$ cat src/rtl/prog_ser_pkg.sv
package prog_ser_pkg;
  localparam int CMD_W = 4;

  typedef enum logic [CMD_W-1:0] {
    CMD_CORE      = 4'b0000,
    CMD_LATCH_OUT = 4'b0010,
    CMD_RD        = 4'b1000,
    CMD_RD_PINC   = 4'b1001,
    CMD_RD_PDEC   = 4'b1010,
    CMD_RD_PREINC = 4'b1011,
    CMD_WR        = 4'b1100,
    CMD_WR_INC2   = 4'b1101,
    CMD_WR_PROG   = 4'b1111
  } ser_cmd_e;

  typedef enum logic [1:0] {
    PTR_HOLD,
    PTR_INC1,
    PTR_DEC1,
    PTR_INC2
  } ptr_op_e;

  function automatic logic cmd_is_read(input logic [CMD_W-1:0] c);
    return c inside {CMD_RD, CMD_RD_PINC, CMD_RD_PDEC, CMD_RD_PREINC};
  endfunction

  function automatic logic cmd_is_tx(input logic [CMD_W-1:0] c);
    return cmd_is_read(c) || (c == CMD_LATCH_OUT);
  endfunction

  function automatic logic cmd_is_write(input logic [CMD_W-1:0] c);
    return c inside {CMD_WR, CMD_WR_INC2, CMD_WR_PROG};
  endfunction
endpackage

$ cat src/rtl/ser_edge_sync.sv
module ser_edge_sync #(
  parameter int STAGES = 2
) (
  input  logic clk_i,
  input  logic rst_ni,
  input  logic pgc_i,
  input  logic pgd_i,
  output logic rise_o,
  output logic fall_o,
  output logic data_o
);
  logic [STAGES-1:0] pgc_sr, pgd_sr;
  logic              pgc_d;

  always_ff @(posedge clk_i or negedge rst_ni) begin
    if (!rst_ni) begin
      pgc_sr <= '0;
      pgd_sr <= '0;
      pgc_d  <= 1'b0;
    end else begin
      pgc_sr <= {pgc_sr[STAGES-2:0], pgc_i};
      pgd_sr <= {pgd_sr[STAGES-2:0], pgd_i};
      pgc_d  <= pgc_sr[STAGES-1];
    end
  end

  assign rise_o = pgc_sr[STAGES-1] & ~pgc_d;
  assign fall_o = ~pgc_sr[STAGES-1] & pgc_d;
  // data is aligned with the clock pipeline, so it is still stable at the fall
  assign data_o = pgd_sr[STAGES-1];
endmodule

$ cat src/rtl/ser_frame.sv
module ser_frame
  import prog_ser_pkg::*;
#(
  parameter int OPD_W     = 16,
  parameter int FRAME_LEN = CMD_W + OPD_W,
  parameter int CNT_W     = $clog2(FRAME_LEN)
) (
  input  logic             clk_i,
  input  logic             rst_ni,
  input  logic             en_i,
  input  logic             fall_i,
  input  logic             data_i,
  output logic [CNT_W-1:0] cnt_o,
  output logic [CMD_W-1:0] cmd_o,
  output logic             cmd_evt_o,
  output logic [OPD_W-1:0] opnd_o,
  output logic             frame_evt_o
);
  localparam logic [CNT_W-1:0] CNT_CMD  = CNT_W'(CMD_W - 1);
  localparam logic [CNT_W-1:0] CNT_LAST = CNT_W'(FRAME_LEN - 1);

  logic [FRAME_LEN-1:0] sh_q;
  logic [CNT_W-1:0]     cnt_q;

  always_ff @(posedge clk_i or negedge rst_ni) begin
    if (!rst_ni) begin
      sh_q        <= '0;
      cnt_q       <= '0;
      cmd_o       <= '0;
      opnd_o      <= '0;
      cmd_evt_o   <= 1'b0;
      frame_evt_o <= 1'b0;
    end else begin
      cmd_evt_o   <= 1'b0;
      frame_evt_o <= 1'b0;
      if (!en_i) begin
        cnt_q <= '0;
      end else if (fall_i) begin
        sh_q <= {data_i, sh_q[FRAME_LEN-1:1]};
        if (cnt_q == CNT_CMD) begin
          cmd_o     <= {data_i, sh_q[FRAME_LEN-1:FRAME_LEN-CMD_W+1]};
          cmd_evt_o <= 1'b1;
        end
        if (cnt_q == CNT_LAST) begin
          cnt_q       <= '0;
          opnd_o      <= {data_i, sh_q[FRAME_LEN-1:CMD_W+1]};
          frame_evt_o <= 1'b1;
        end else begin
          cnt_q <= cnt_q + CNT_W'(1);
        end
      end
    end
  end

  assign cnt_o = cnt_q;

  AST_CNT_RANGE: assert property (@(posedge clk_i) disable iff (!rst_ni)
    cnt_q <= CNT_LAST);
  AST_EN_REALIGN: assert property (@(posedge clk_i) disable iff (!rst_ni)
    !en_i |=> cnt_q == '0);
endmodule

$ cat src/rtl/ser_tblptr.sv
module ser_tblptr
  import prog_ser_pkg::*;
#(
  parameter int PTR_W = 22
) (
  input  logic             clk_i,
  input  logic             rst_ni,
  input  logic             load_i,
  input  logic [PTR_W-1:0] load_val_i,
  input  ptr_op_e          op_i,
  output logic [PTR_W-1:0] ptr_o,
  output logic [PTR_W-1:0] ptr_inc_o
);
  logic [PTR_W-1:0] ptr_q;

  always_ff @(posedge clk_i or negedge rst_ni) begin
    if (!rst_ni) begin
      ptr_q <= '0;
    end else if (load_i) begin
      ptr_q <= load_val_i;
    end else begin
      unique case (op_i)
        PTR_INC1: ptr_q <= ptr_q + PTR_W'(1);
        PTR_DEC1: ptr_q <= ptr_q - PTR_W'(1);
        PTR_INC2: ptr_q <= ptr_q + PTR_W'(2);
        default:  ptr_q <= ptr_q;
      endcase
    end
  end

  assign ptr_o     = ptr_q;
  assign ptr_inc_o = ptr_q + PTR_W'(1);

  AST_PTR_HOLD: assert property (@(posedge clk_i) disable iff (!rst_ni)
    (!load_i && op_i == PTR_HOLD) |=> $stable(ptr_q));
  AST_PTR_LOAD: assert property (@(posedge clk_i) disable iff (!rst_ni)
    load_i |=> ptr_q == $past(load_val_i));
endmodule

$ cat src/rtl/ser_latch_tx.sv
module ser_latch_tx #(
  parameter int LAT_W     = 8,
  parameter int FRAME_LEN = 20,
  parameter int CNT_W     = $clog2(FRAME_LEN),
  parameter int IDX_W     = $clog2(LAT_W)
) (
  input  logic             clk_i,
  input  logic             rst_ni,
  input  logic             en_i,
  input  logic             rise_i,
  input  logic             fall_i,
  input  logic [CNT_W-1:0] cnt_i,
  input  logic             tx_cmd_i,
  input  logic             rd_i,
  input  logic [LAT_W-1:0] rdata_i,
  output logic             pgd_o,
  output logic             oe_o
);
  localparam logic [CNT_W-1:0] CNT_TX   = CNT_W'(FRAME_LEN - LAT_W);
  localparam logic [CNT_W-1:0] CNT_LAST = CNT_W'(FRAME_LEN - 1);

  logic [LAT_W-1:0] lat_q;
  logic             rd_q;
  logic             in_win;
  logic [IDX_W-1:0] idx;

  assign in_win = (cnt_i >= CNT_TX);
  assign idx    = IDX_W'(cnt_i - CNT_TX);

  always_ff @(posedge clk_i or negedge rst_ni) begin
    if (!rst_ni) begin
      lat_q <= '0;
      rd_q  <= 1'b0;
      pgd_o <= 1'b0;
      oe_o  <= 1'b0;
    end else begin
      rd_q <= rd_i;
      if (rd_q) lat_q <= rdata_i;
      if (!en_i || (fall_i && cnt_i == CNT_LAST)) begin
        oe_o <= 1'b0;
      end else if (rise_i && tx_cmd_i && in_win) begin
        oe_o  <= 1'b1;
        pgd_o <= lat_q[idx];
      end
    end
  end

  AST_OE_WINDOW: assert property (@(posedge clk_i) disable iff (!rst_ni)
    oe_o |-> in_win);
endmodule

$ cat src/rtl/prog_ser_shifter.sv
module prog_ser_shifter
  import prog_ser_pkg::*;
#(
  parameter int PTR_W       = 22,
  parameter int OPD_W       = 16,
  parameter int LAT_W       = 8,
  parameter int SYNC_STAGES = 2
) (
  input  logic             clk_i,
  input  logic             rst_ni,
  input  logic             prog_en_i,
  input  logic             pgc_i,
  input  logic             pgd_i,
  output logic             pgd_o,
  output logic             pgd_oe_o,
  output logic             core_valid_o,
  output logic [OPD_W-1:0] core_instr_o,
  input  logic             ptr_load_i,
  input  logic [PTR_W-1:0] ptr_load_val_i,
  output logic [PTR_W-1:0] ptr_o,
  output logic             mem_rd_o,
  output logic             mem_wr_o,
  output logic             mem_prog_o,
  output logic [PTR_W-1:0] mem_addr_o,
  output logic [OPD_W-1:0] mem_wdata_o,
  input  logic [LAT_W-1:0] mem_rdata_i
);
  localparam int FRAME_LEN = CMD_W + OPD_W;
  localparam int CNT_W     = $clog2(FRAME_LEN);

  logic             rise, fall, sdata;
  logic [CNT_W-1:0] cnt;
  logic [CMD_W-1:0] cmd;
  logic             cmd_evt, frame_evt;
  logic [OPD_W-1:0] opnd;
  logic [PTR_W-1:0] ptr, ptr_inc;
  ptr_op_e          ptr_op;

  ser_edge_sync #(.STAGES(SYNC_STAGES)) i_sync (
    .clk_i, .rst_ni, .pgc_i, .pgd_i,
    .rise_o(rise), .fall_o(fall), .data_o(sdata)
  );

  ser_frame #(.OPD_W(OPD_W), .FRAME_LEN(FRAME_LEN), .CNT_W(CNT_W)) i_frame (
    .clk_i, .rst_ni, .en_i(prog_en_i), .fall_i(fall), .data_i(sdata),
    .cnt_o(cnt), .cmd_o(cmd), .cmd_evt_o(cmd_evt),
    .opnd_o(opnd), .frame_evt_o(frame_evt)
  );

  always_comb begin
    ptr_op = PTR_HOLD;
    if (cmd_evt) begin
      unique case (cmd)
        CMD_RD_PINC, CMD_RD_PREINC: ptr_op = PTR_INC1;
        CMD_RD_PDEC:                ptr_op = PTR_DEC1;
        default:                    ptr_op = PTR_HOLD;
      endcase
    end else if (frame_evt && (cmd == CMD_WR_INC2 || cmd == CMD_WR_PROG)) begin
      ptr_op = PTR_INC2;
    end
  end

  ser_tblptr #(.PTR_W(PTR_W)) i_ptr (
    .clk_i, .rst_ni, .load_i(ptr_load_i), .load_val_i(ptr_load_val_i),
    .op_i(ptr_op), .ptr_o(ptr), .ptr_inc_o(ptr_inc)
  );

  always_ff @(posedge clk_i or negedge rst_ni) begin
    if (!rst_ni) begin
      core_valid_o <= 1'b0;
      core_instr_o <= '0;
      mem_rd_o     <= 1'b0;
      mem_wr_o     <= 1'b0;
      mem_prog_o   <= 1'b0;
      mem_addr_o   <= '0;
      mem_wdata_o  <= '0;
    end else begin
      core_valid_o <= 1'b0;
      mem_rd_o     <= 1'b0;
      mem_wr_o     <= 1'b0;
      mem_prog_o   <= 1'b0;
      if (cmd_evt && cmd_is_read(cmd)) begin
        mem_rd_o   <= 1'b1;
        mem_addr_o <= (cmd == CMD_RD_PREINC) ? ptr_inc : ptr;
      end
      if (frame_evt) begin
        if (cmd == CMD_CORE) begin
          core_valid_o <= 1'b1;
          core_instr_o <= opnd;
        end else if (cmd_is_write(cmd)) begin
          mem_wr_o    <= 1'b1;
          mem_prog_o  <= (cmd == CMD_WR_PROG);
          mem_addr_o  <= ptr;
          mem_wdata_o <= opnd;
        end
      end
    end
  end

  ser_latch_tx #(.LAT_W(LAT_W), .FRAME_LEN(FRAME_LEN), .CNT_W(CNT_W)) i_tx (
    .clk_i, .rst_ni, .en_i(prog_en_i), .rise_i(rise), .fall_i(fall),
    .cnt_i(cnt), .tx_cmd_i(cmd_is_tx(cmd)), .rd_i(mem_rd_o),
    .rdata_i(mem_rdata_i), .pgd_o, .oe_o(pgd_oe_o)
  );

  assign ptr_o = ptr;

  AST_STROBE_ONEHOT: assert property (@(posedge clk_i) disable iff (!rst_ni)
    $onehot0({core_valid_o, mem_rd_o, mem_wr_o}));
  AST_PROG_WITH_WR: assert property (@(posedge clk_i) disable iff (!rst_ni)
    mem_prog_o |-> mem_wr_o);
  AST_RD_BEFORE_TX: assert property (@(posedge clk_i) disable iff (!rst_ni)
    mem_rd_o |-> !pgd_oe_o);
  AST_OE_RELEASE: assert property (@(posedge clk_i) disable iff (!rst_ni)
    $fell(prog_en_i) |=> !pgd_oe_o);
endmodule

$ cat config.mk
export PLATFORM = sky130hd
export DESIGN_NAME = prog_ser_shifter
export DESIGN_NICKNAME = d
export VERILOG_FILES = /design/src/rtl/prog_ser_pkg.sv /design/src/rtl/ser_edge_sync.sv /design/src/rtl/ser_frame.sv /design/src/rtl/ser_tblptr.sv /design/src/rtl/ser_latch_tx.sv /design/src/rtl/prog_ser_shifter.sv
export SDC_FILE = /design/constraint.sdc
export NUM_CORES = 1
export LEC_CHECK = 0
export BUFFER_PORTS_ARGS = -buffer_cell sky130_fd_sc_hd__buf_4
export CAP_MARGIN = 25
export CORE_ASPECT_RATIO = 1.75
export CORE_MARGIN = 3
export CORE_UTILIZATION = 58
export CTS_BUF_LIST = sky130_fd_sc_hd__clkbuf_8
export CTS_CLUSTER_DIAMETER = 80
export DETAILED_ROUTE_END_ITERATION = 6
export PLACE_DENSITY = 0.82
export SETUP_SLACK_MARGIN = 0.4
export SLEW_MARGIN = 20
export SYNTH_ARGS = -nofsm -noshare
export SYNTH_HDL_FRONTEND = slang
export SYNTH_SLANG_ARGS = --single-unit
$ cat constraint.sdc
create_clock -name clk_i -period 2.6 [get_ports clk_i]
set_input_delay 0.13 -clock clk_i [delete_from_list [all_inputs] [get_ports clk_i]]
set_output_delay 0.13 -clock clk_i [all_outputs]
set_load 0.005 [all_outputs]
---- Yosys cells after proc, flatten, opt, wreduce, memory -nomap -nowiden ----
Cells that the tools add are included.
storage, ports and cells
  bits in registers ....................... 143
  input port bits ......................... 36
  output and inout port bits .............. 82
cells by class
  add/subtract/negate cells ............... 5
  $lt $le $gt $ge ......................... 2
  equality and inequality tests ........... 14
  multiplexer cells ....................... 32
  bitwise logic cells ..................... 6
  reductions and logical operators ........ 21
operators by type and width
  kind                                                 number
  2-to-1 mux 22 bit                                    6
  case mux 22 bit (3 select lines)                     1
  == test 4 bit, second input constant                 7
  adder 22 x 1 -> 22 bit, second input constant        1
  adder 22 x 2 -> 22 bit, second input constant        1
  subtractor 22 x 1 -> 22 bit, second input constant   1
  2-to-1 mux 1 bit                                     18
  2-to-1 mux 5 bit                                     3
  AND reduction 3 bit                                  3
  nonzero test 4 bit                                   2
  AND reduction 2 bit                                  3
  adder 5 x 1 -> 5 bit, second input constant          1
  == test 5 x 2 -> 1 bit, second input constant        1
  == test 5 bit, second input constant                 1
  >= comparator 5 x 4 -> 1 bit, second input constant  1
  logical AND 1 bit                                    5
  == test 2 bit, second input constant                 2
  == test 4 x 2 -> 1 bit, second input constant        1
  logical NOT 4 bit                                    1
  < comparator 3 x 4 -> 1 bit, second input constant   1
  2-to-1 mux 2 bit                                     2
  NOT 1 bit                                            4
  case mux 2 bit (2 select lines)                      1
  binary-select mux 1 bit (select 3 bit)               1
  9 further kinds                                      12

---- Logic depth before layout (Yosys ltp) ----
  depth in word-level cells ............... 8
  gate-level depth with buffers ........... 10
  mapped depth without buffers ............ 8

---- Cells and area by module ----
A second synthesis with hierarchy kept.
second synthesis, totals
  cells, all modules ...................... 700
  area, all modules ....................... 7,653.6 um^2
modules (own cells, without submodules)
  module            instances  cells an instance  area each (um^2)  seq. area each (um^2)
  ser_tblptr        1          370                2,670.1           550.5
  prog_ser_shifter  1          189                2,645.0           1,451.4
  ser_frame         1          101                1,686.6           1,051.0
  ser_latch_tx      1          33                 511.7             275.3
  ser_edge_sync     1          7                  140.1             125.1

---- Worst setup path after synthesis ----
Ideal clock, no wire load.
  path type ............................... reg2reg
  from .................................... register i_ptr.ptr_q[0] (netlist: i_ptr.ptr_o[0])
  to ...................................... register i_ptr.ptr_q[18] (netlist: i_ptr.ptr_o[18])
  library setup time ...................... 0.126 ns
  data arrival time ....................... 2.128 ns
  path slack .............................. 0.346 ns
  cell stages (with the launch flop) ...... 10
  cells stage by stage .................... dfrtp_1 clkbuf_1 inv_1 ha_1 nor2b_1 nand2_1 o311a_1 a21oi_1 o31ai_1 a221o_1
between the ends
  cells in the longest elaborated chain, start to end .. 3
RTL lines
  what                                                  RTL line          RTL
  from (decl)                                           ser_tblptr.sv:14  logic [PTR_W-1:0] ptr_q;
  from (signal assigned)                                ser_tblptr.sv:20  ptr_q <= load_val_i;
  from (signal assigned)                                ser_tblptr.sv:23  PTR_INC1: ptr_q <= ptr_q + PTR_W'(1);
  from (signal assigned)                                ser_tblptr.sv:24  PTR_DEC1: ptr_q <= ptr_q - PTR_W'(1);
  adder 22 x 2 -> 22 bit, or another cell as far along  ser_tblptr.sv:25  PTR_INC2: ptr_q <= ptr_q + PTR_W'(2);
  case mux 22 bit (3 select lines) *                    ser_tblptr.sv:22  unique case (op_i)
  2-to-1 mux 22 bit *                                   ser_tblptr.sv:19  end else if (load_i) begin
Every way passes the cells marked *; elsewhere a longest branch is shown, timed or not.
A chain may end at the register's enable or synchronous reset.

---- Worst setup path in the final report ----
  from .................................... register i_ptr.ptr_q[1] (netlist: i_ptr.ptr_o[1])
  to ...................................... register i_ptr.ptr_q[9] (netlist: i_ptr.ptr_o[9])
The elaborated chain is that of the path after synthesis.

==> flow_summary.ini <==
[sta]
slew_headroom_pct = 48.8
tightest_slew_ps = 768
holdWs_ps = 9.88
setup_viol = 0
slew_violations = 0
clock_skew_ps = 20.2
fin_tns_setup_ps = 0
fin_crit_sh_pct = 83.8
fmax_mhz = 459
rsz0062_at_grt = yes
min_period_ps = 2180
hold_violations = 0

[power_and_ir_drop]
power.density_nw_per_um2 = 497
clockPowerShare_pct = 36.3
vdd_drop_max_uv = 534
p_comb_share_pct = 14.1
power_switching_uw = 1510
internal_power_uw = 3280
swShare_pct = 31.5
p_seq_share_pct = 49.7
leakagePower_uw = 0.00461

[global_route]
antenna_found_initial = 0
overflow = 0
grt_use_total_pct = 37.5
grt_max_degree = 80
grt_pass1_vias = 7625
grt_pass1_wl_um = 41100

[logic_synthesis]
ys_top_cells_by_area = dfrtp_1 (47%), nand2_1 (11%), mux2_2 (3.7%), o21ai_0 (3.6%), a21oi_1 (3.0%)
synth.top_cell.area_share_pct = 47.1
ys_seq_elements = 138
synth.most_common_cell = nand2_1
yosysSeqAreaShare_pct = 47.1
synth_largest_area_cell = dfrtp_1
synth_common_cells = nand2_1 (219), dfrtp_1 (138), nor2_1 (52), o21ai_0 (52), a21oi_1 (44)
synth_cell_types = 65
syn_area_sq_um = 7320
yosysWarnings = 0
syn_inst = 837
synthArstFlopShare_pct = 100
synthFlopType = dfrtp_1
postSynthAreaPerCell_sq_um = 8.75
syn_nets = 879
synth_edf_count = 0

[cts]
cts_tree = yes
ctsHtreeMaxLevel = 4
numCtsBuffers = 17
cts_root_buffer = clkbuf_8
clk_pin_slew_worst_paths_ps = 100
cts.sinks = 138
cts_buffer_depth = 2
clock_latency_ps = 450

[placement]
numPortBuffers = 117
dpl.hpwl_um = 18000
place.gp.congestion = 1.03
dpl-instance-area_sq_um = 8580

[floorplanning]
fp.coreArea_sq_um = 12200
die_area_sq_um = 14100
fp-row-count = 53
start_util_pct = 60.0
die_y_um = 155
die_w_um = 91.0
ioPinCount = 118

[run_status]
violations = DRC
status = finished with violations

[drt]
drtIter0Drc = 727
wl_um = 26700
vias = 7596
drc = 1
drt_first_pass_iters = 7
ant_nets = 0
vias_per_cell = 6.34
wl_per_cell_um = 22.3

[worst_setup_path]
r2r_cells = 11
worst-r2r-setup-slack_ps = 420
cp-end-kind = flip-flop
reg2reg_to = i_ptr.ptr_o[9]
critPathKind = reg2reg
critPathLaunchType = flip-flop
cp.required_ps = 2940
cp_data_arrival_time_ps = 2520
worst-path-max-fanout = 8
crit-reg2reg-launch = i_ptr.ptr_o[1]

[cells_and_area]
fin_nets = 1063
nFillCells = 843
design_area_sq_um = 9630
synthToLayoutAreaGrowth_pct = 31.5
layout-drive-gt1-share_pct = 30.3
n_antenna_cell = 0

[min_path]
worstHoldPathType = in2reg
worstHoldEndpoint = i_ptr.ptr_o[19]
hold_path_startpoint = ptr_load_val_i[19]
min_path_cells = 3

[job]
drv_cap = 0
power groups by stage:
stage | clock [uW] | sequential, uW | combinational [uW]
final | 1740 | 2380 | 674
after global routing | 1830 | 2390 | 719
after CTS | 1750 | 2370 | 608
after detailed placement | 0 | 2420 | 544
after global placement | 0 | 2410 | 529
after floorplan | 0 | 2350 | 320
per-stage QoR:
step | cells | total power [uW] | util [%] | setup WS [ps]
after floorplan | 837 | 2670 | - | 418
final | 1199 | 4790 | 79.0 | 421
after global routing | 1199 | 4940 | 79.0 | 311
after CTS | 1178 | 4730 | 76.6 | 410
after detailed placement | 1112 | 2960 | 70.3 | 179
after global placement | 1112 | 2930 | 70.3 | 249
repair_timing:
action                                  4_1_cts  5_1_grt
gates resized for setup                      21       31
setup buffers                                 6       21
pin swaps                                     0        9
endpoints found under the hold margin       109        0
hold buffers                                 28        0
endpoints found under the setup margin       15       34
sequential cells by signal (all words and copies together), names as in the netlist, 5 cells and up:
register,count
core_instr_o,16
i_frame.cnt_o,5
i_frame.opnd_o,16
i_frame.sh_q,15
i_ptr.ptr_o,22
i_tx.lat_q,8
mem_addr_o,22
mem_wdata_o,16
worst max-delay path: stages (launching register included):
cell and delay [ps]:
dfrtp_2 440, buf_4 150, inv_4 70, ha_1 170
a21boi_2 170, buf_4 140, nand2_1 50, buf_4 190
o41ai_2 260, o2111ai_1 150, a31oi_1 180, o31ai_1 90
area by class of cell:
class / count / area (sq um) / area share, %
clock inverter: 15 / 146 / 1.52
clock buffer: 17 / 234 / 2.43
inverter: 16 / 66.3 / 0.688
multi-input combinational: 621 / 3700 / 38.4
tap: 165 / 206 / 2.14
sequential: 138 / 3470 / 36.0
timing repair buffer: 227 / 1810 / 18.8
cell families after synthesis:
family	synth area share, %
AOI/OAI and AO/OA	15.6
muxes	4.85
buffers and inverters	4.39
adders and majority gates	1.02
xor gates and xnor gates	2.39
and+or+nand+nor	24.6
DFF	47.1
cell usage in the layout, fill, tap and decap left out, types with 10 or more instances in the layout:
cell type and count:
nand3_1 21, dfrtp_2 14, o21ai_0 52, dfrtp_1 124, inv_1 11, xor2_1 10
nand4_1 12, o22ai_1 13, clkbuf_8 17, nor2_1 49, mux2_2 24, dlygate4sd3_1 28
a21oi_1 42, nand2_1 217, nor3_1 22, buf_4 194, xnor2_1 10
how the worst max path moves through the flow:
stage / start / endpoint / depth (start not counted)
after floorplan: i_ptr.ptr_o[0] / i_ptr.ptr_o[18] / 9
after global placement: i_ptr.ptr_o[1] / i_ptr.ptr_o[21] / 10
after detailed placement: i_ptr.ptr_o[1] / i_ptr.ptr_o[21] / 10
after CTS: i_ptr.ptr_o[6] / i_ptr.ptr_o[21] / 6
after global routing: i_ptr.ptr_o[1] / mem_addr_o[21] / 8
final: i_ptr.ptr_o[1] / i_ptr.ptr_o[9] / 11
layer usage:
layer	share of wire (%)	up-vias	routed length, um	track usage [%]
met5	0	-	0	0
met4	7.5	0	2020	23.7
met3	7.4	158	1990	6.67
met2	51	484	13700	65.9
met1	34	3647	9040	41.4
li1	-	3307	-	-
Note: power is estimated with default switching activity, not from simulation.
